File: src/rtl/vbm_pkg.sv
// Shared constants and helpers for the vector bit-range mask generator.
// Assumes element widths are MIN_ELEM_W shifted left by the size code.
package vbm_pkg;
    localparam int unsigned NUM_SIZES  = 4;
    localparam int unsigned MIN_ELEM_W = 8;
    localparam int unsigned SEL_W      = $clog2(NUM_SIZES);

    // Element width for a legal size code.
    function automatic int unsigned elem_width(input int unsigned code);
        return MIN_ELEM_W << code;
    endfunction
endpackage

File: src/rtl/vbm_range_mask.sv
// Builds one EW-bit element with the contiguous, possibly wrapping, run
// between two positions counted from the MSB. Assumes POS_W >= log2(EW).
module vbm_range_mask #(
    parameter int unsigned EW    = 8,
    parameter int unsigned POS_W = 8
) (
    input  logic [POS_W-1:0] first_i,
    input  logic [POS_W-1:0] last_i,
    output logic [EW-1:0]    mask_o
);
    localparam int unsigned IW = $clog2(EW);

    logic [IW-1:0] lo_pos;
    logic [IW-1:0] hi_pos;
    logic          wraps;

    assign lo_pos = first_i[IW-1:0];
    assign hi_pos = last_i[IW-1:0];
    assign wraps  = lo_pos > hi_pos;

    // Decide each element bit from its MSB-relative position.
    always_comb begin
        mask_o = '0;
        for (int p = 0; p < int'(EW); p++) begin
            logic [IW-1:0] pos;
            logic          above;
            logic          below;
            pos   = IW'(p);
            above = pos >= lo_pos;
            below = pos <= hi_pos;
            mask_o[EW-1-p] = wraps ? (above || below) : (above && below);
        end
    end
endmodule

File: src/rtl/vbm_splat.sv
// Copies one EW-bit element into every element slot of a VEC_W-bit vector.
// Assumes VEC_W is a whole multiple of EW.
module vbm_splat #(
    parameter int unsigned EW    = 8,
    parameter int unsigned VEC_W = 128
) (
    input  logic [EW-1:0]    elem_i,
    output logic [VEC_W-1:0] vec_o
);
    localparam int unsigned COPIES = VEC_W / EW;

    for (genvar k = 0; k < COPIES; k++) begin : g_copy
        assign vec_o[k*EW +: EW] = elem_i;
    end
endmodule

File: src/rtl/vbitmask_gen.sv
// Top of the vector bit-range mask generator. One mask path per legal
// element size, a size-code select, and one output register stage.
// Assumes VEC_W is a multiple of the widest element width.
module vbitmask_gen #(
    parameter int unsigned VEC_W  = 128,
    parameter int unsigned SIZE_W = 3,
    parameter int unsigned POS_W  = 8
) (
    input  logic              clk,
    input  logic              rst_n,
    input  logic              start_i,
    input  logic [SIZE_W-1:0] size_i,
    input  logic [POS_W-1:0]  first_pos_i,
    input  logic [POS_W-1:0]  last_pos_i,
    output logic [VEC_W-1:0]  result_o,
    output logic              valid_o,
    output logic              spec_exc_o
);
    import vbm_pkg::*;

    logic [VEC_W-1:0] cand [NUM_SIZES];
    logic [VEC_W-1:0] sel_vec;
    logic             size_ok;

    for (genvar k = 0; k < NUM_SIZES; k++) begin : g_size
        localparam int unsigned EW = elem_width(k);
        logic [EW-1:0] elem;

        vbm_range_mask #(.EW(EW), .POS_W(POS_W)) i_mask (
            .first_i (first_pos_i),
            .last_i  (last_pos_i),
            .mask_o  (elem)
        );

        vbm_splat #(.EW(EW), .VEC_W(VEC_W)) i_splat (
            .elem_i (elem),
            .vec_o  (cand[k])
        );
    end

    // Legal size codes are the ones below NUM_SIZES.
    assign size_ok = size_i < SIZE_W'(NUM_SIZES);

    // Pick the candidate vector for the requested element size.
    always_comb begin
        sel_vec = cand[size_i[SEL_W-1:0]];
    end

    // Register the result and the one-cycle response pulses.
    always_ff @(posedge clk) begin
        if (!rst_n) begin
            result_o   <= '0;
            valid_o    <= 1'b0;
            spec_exc_o <= 1'b0;
        end else begin
            valid_o    <= start_i && size_ok;
            spec_exc_o <= start_i && !size_ok;
            if (start_i && size_ok) begin
                result_o <= sel_vec;
            end
        end
    end
endmodule

File: config.mk
export PLATFORM = sky130hd
export DESIGN_NAME = vbitmask_gen
export DESIGN_NICKNAME = d
export VERILOG_FILES = /design/src/rtl/vbm_pkg.sv /design/src/rtl/vbm_range_mask.sv /design/src/rtl/vbm_splat.sv /design/src/rtl/vbitmask_gen.sv
export SDC_FILE = /design/constraint.sdc
export NUM_CORES = 1
export LEC_CHECK = 0
export ABC_AREA = 1
export BUFFER_PORTS_ARGS = -buffer_cell sky130_fd_sc_hd__buf_2
export CORE_UTILIZATION = 32
export CTS_BUF_LIST = sky130_fd_sc_hd__clkbuf_8
export CTS_CLUSTER_SIZE = 25
export DETAILED_ROUTE_END_ITERATION = 6
export HOLD_SLACK_MARGIN = 0.06
export PLACE_DENSITY_LB_ADDON = 0.15
export SLEW_MARGIN = 20
export SYNTH_ARGS = -nofsm -noshare
export SYNTH_HDL_FRONTEND = slang
export SYNTH_SLANG_ARGS = --single-unit
File: constraint.sdc
create_clock -name clk -period 3.5 [get_ports clk]
set_clock_uncertainty 0.2 [all_clocks]
set_input_delay 0.7 -clock clk [delete_from_list [all_inputs] [get_ports clk]]
set_output_delay 0.7 -clock clk [all_outputs]
set_load 0.005 [all_outputs]
==> impl_metrics.ini <==
[sta]
report.final.hold_viol_count = 0
rsz0062_at_grt = no
slew_headroom_pct = 39.88
timing.final.crit_share_pct = 77.41
setup_viol = 0
fin_tns_setup_ns = 0
max_freq_mhz = 369.1
finalCriticalPeriod_ns = 2.709
worst_pin_slew_ns = 0.9018
slew_viol_final = 0

[layout]
instances_no_fill = 1841
fin_util_pct = 37.23
fillers = 2639
n_antenna_cell = 0
nNetsFinal = 1551
register_area_um2 = 1321
multi_input_comb_area_um2 = 4897
syn2layout_area_growth_pct = 13.69
layout-drive-gt1-share_pct = 15.45

[grt]
use_met2_pct = 39.67
grt_pass1_vias = 8193
met3_usage_pct = 5.324
grt_max_degree = 66
overflow = 0
grt_usage_pct = 25.79
grt.busiest_layer = met2
met1_usage_pct = 34.62
antenna_found_initial = 0
grt_pass1_wl_um = 47280

[pwr]
p_leak_nw = 4.810
power.density_nw_per_um2 = 323.3
ir_drop_mv = 0.1546

[logic_synthesis]
synth_edf_count = 0
synth_top_family_by_area = simple AND/OR/NAND/NOR gates
netlist_top_cells_area = nand2_1, dfxtp_1, nor2_1
netlist.area_leader.share_pct = 26.27
synth_cell_types = 26
synth_xor_area_share_pct = 0
synth_compound_area_share_pct = 15.80
synth.area.mux_share_pct = 0
synth_fa_ha_area_share_pct = 1.007
syn_area_per_cell_um2 = 5.119
syn_inst = 1457
synth_area_um2 = 7458
yosysWarningCount = 0
synth-simple-area-share_pct = 48.67
synth_top_cells_by_count = nand2_1, nor2_1, nand3_1
syn_nets = 1485
synth_top_flop_cell = dfxtp_1
yosysTopAreaCell = nand2_1
ys_seq_area_share_pct = 17.72
synthArstFlopShare_pct = 0
synth_most_common_cell = nand2_1
postSynthRegisterBits = 66

[critical_path]
cpMaxStageDelayCell = buf_2
critPathTopFamily = simple AND/OR/NAND/NOR gates
critPathMaxFanout = 32
path_depth = 14
critPathRequiredTime_ns = 3.57
rrSetupSlack_ns = 2.60
r2r_cells = 2
crit_end = result_o[126]
cp_num_buf_inv = 4
endpoint_kind = register
cp-startpoint = last_pos_i[5]
worst-setup-path-type = input port to register
arrival_ns = 2.78
r2r-end = result_o[114]
cpPeakStageDelay_ns = 0.37
r2r_start = result_o[114]
cp_cell_sequence = buf_2 -> clkinv_1 -> ha_1 -> nand2_1 -> nand3b_1 -> nand2_1 -> inv_1 -> nand2_2 -> buf_12 -> nand2_1 -> nand2_1 -> a21oi_1 -> nor2_1 -> nor2_1
crit_top_cell = nand2_1
cp-start-kind = input port

[floorplanning]
start_util_pct = 32.74
die_h_um = 154.7
die_w_um = 154.7
ios = 152
dieArea_um2 = 23920
core_area_um2 = 22780
row_count = 55

[placement]
dp.cells = 1825
io_buffers = 147
dpl.hpwl_um = 22250
gp_congestion = 0.9399

[clock_network]
htreeDepth = 3
cts_buffers = 9
cts_tree = done
clock-root-buffer = clkbuf_8
clk_pin_slew_ns = 0.08
clk_path_buf_depth = 2
postCtsHoldBufs = 0
post_cts_buffers = 0
post_cts_resized = 0
clock_sinks = 66
clk_latency_ns = 0.37

[route]
routed_via_density = 5.165
wire_per_inst_um = 16.82
drtIter0Drc = 1057
num_vias = 9508
ant_nets = 0
drcViolationCount = 0
wl_um = 30970
firstDrtPassIters = 6

[min_path]
hold_class = register to register

[outcome]
outcome = finished, final reports clean

[flow_run]
timing.max_cap.violations = 0
## where the power goes
group | switching (mW) | internal [mW]
clock | 0.338 | 0.407
combinational | 0.762 | 0.397
sequential | 0.0329 | 0.804
total | 1.13 | 1.61
## cell families after synthesis
kind of cell | after synthesis
AND/OR/NAND/NOR | 904
buffers and inverters | 250
AO/OA/AOI/OAI | 231
flip-flops | 66
adder cells (fa/ha/maj) | 6
## routing by layer
metal  up-vias  part of all wire, %  wire (um)
li1       4686                    -          -
met4         0                  4.1       1258
met2       504                   44      13520
met3        68                  9.3       2870
met1      4250                   43      13320
met5         -                    0          0
## worst reg2reg max path: stages, from the launching register on
cell,delay [ns]
dfxtp_1,0.33
o21ai_0,0.20
nor2_1,0.07
## flip-flops by register name (all words and copies together) (netlist names)
register	count
spec_exc_o	1
result_o	64
valid_o	1
## final cells by class
class	instances	share of cell area, %
Sequential cell	66	15.58
Clock buffer	9	1.461
Multi-Input combinational cell	1141	57.75
Timing Repair Buffer	198	14.67
Inverter	107	4.737
Tap cell	313	4.619
Clock inverter	7	1.180
## placed cells by master (no fill, tap or decap), types with 10 or more instances in the layout
cell type and count:
a21oi_1 121, inv_1 99, nand3_1 122, nand2_1 521, buf_12 10, nand4_1 12, buf_2 147, buf_4 41
nor2_1 229, o21ai_0 95, dfxtp_1 66
## worst min-delay path by stage
| stage | startpoint | to | slack, ns | cells past startpoint |
|---|---|---|---|---|
| after floorplan | result_o[100] | result_o[100] | 0.34 | 2 |
| after global placement | result_o[123] | result_o[123] | 0.32 | 2 |
| after detailed placement | result_o[103] | result_o[103] | 0.32 | 2 |
| after CTS | start_i | spec_exc_o | 0.34 | 3 |
| after global routing | start_i | spec_exc_o | 0.34 | 3 |
| final | result_o[123] | result_o[123] | 0.34 | 2 |
## metrics by stage
step,setup slack (ns),hold slack (ns),instance area (um2),power (mW)
2_1_floorplan,0.9218,0.3422,7458,1.620
3_3_place_gp,0.4692,0.3196,8255,1.987
3_5_place_dp,0.4528,0.3205,8255,1.991
4_1_cts,0.8621,0.3418,8479,2.745
5_1_grt,0.6552,0.3428,8479,2.931
6_report,0.7906,0.3427,8479,2.742
Note: power is estimated with default switching activity, not from simulation.
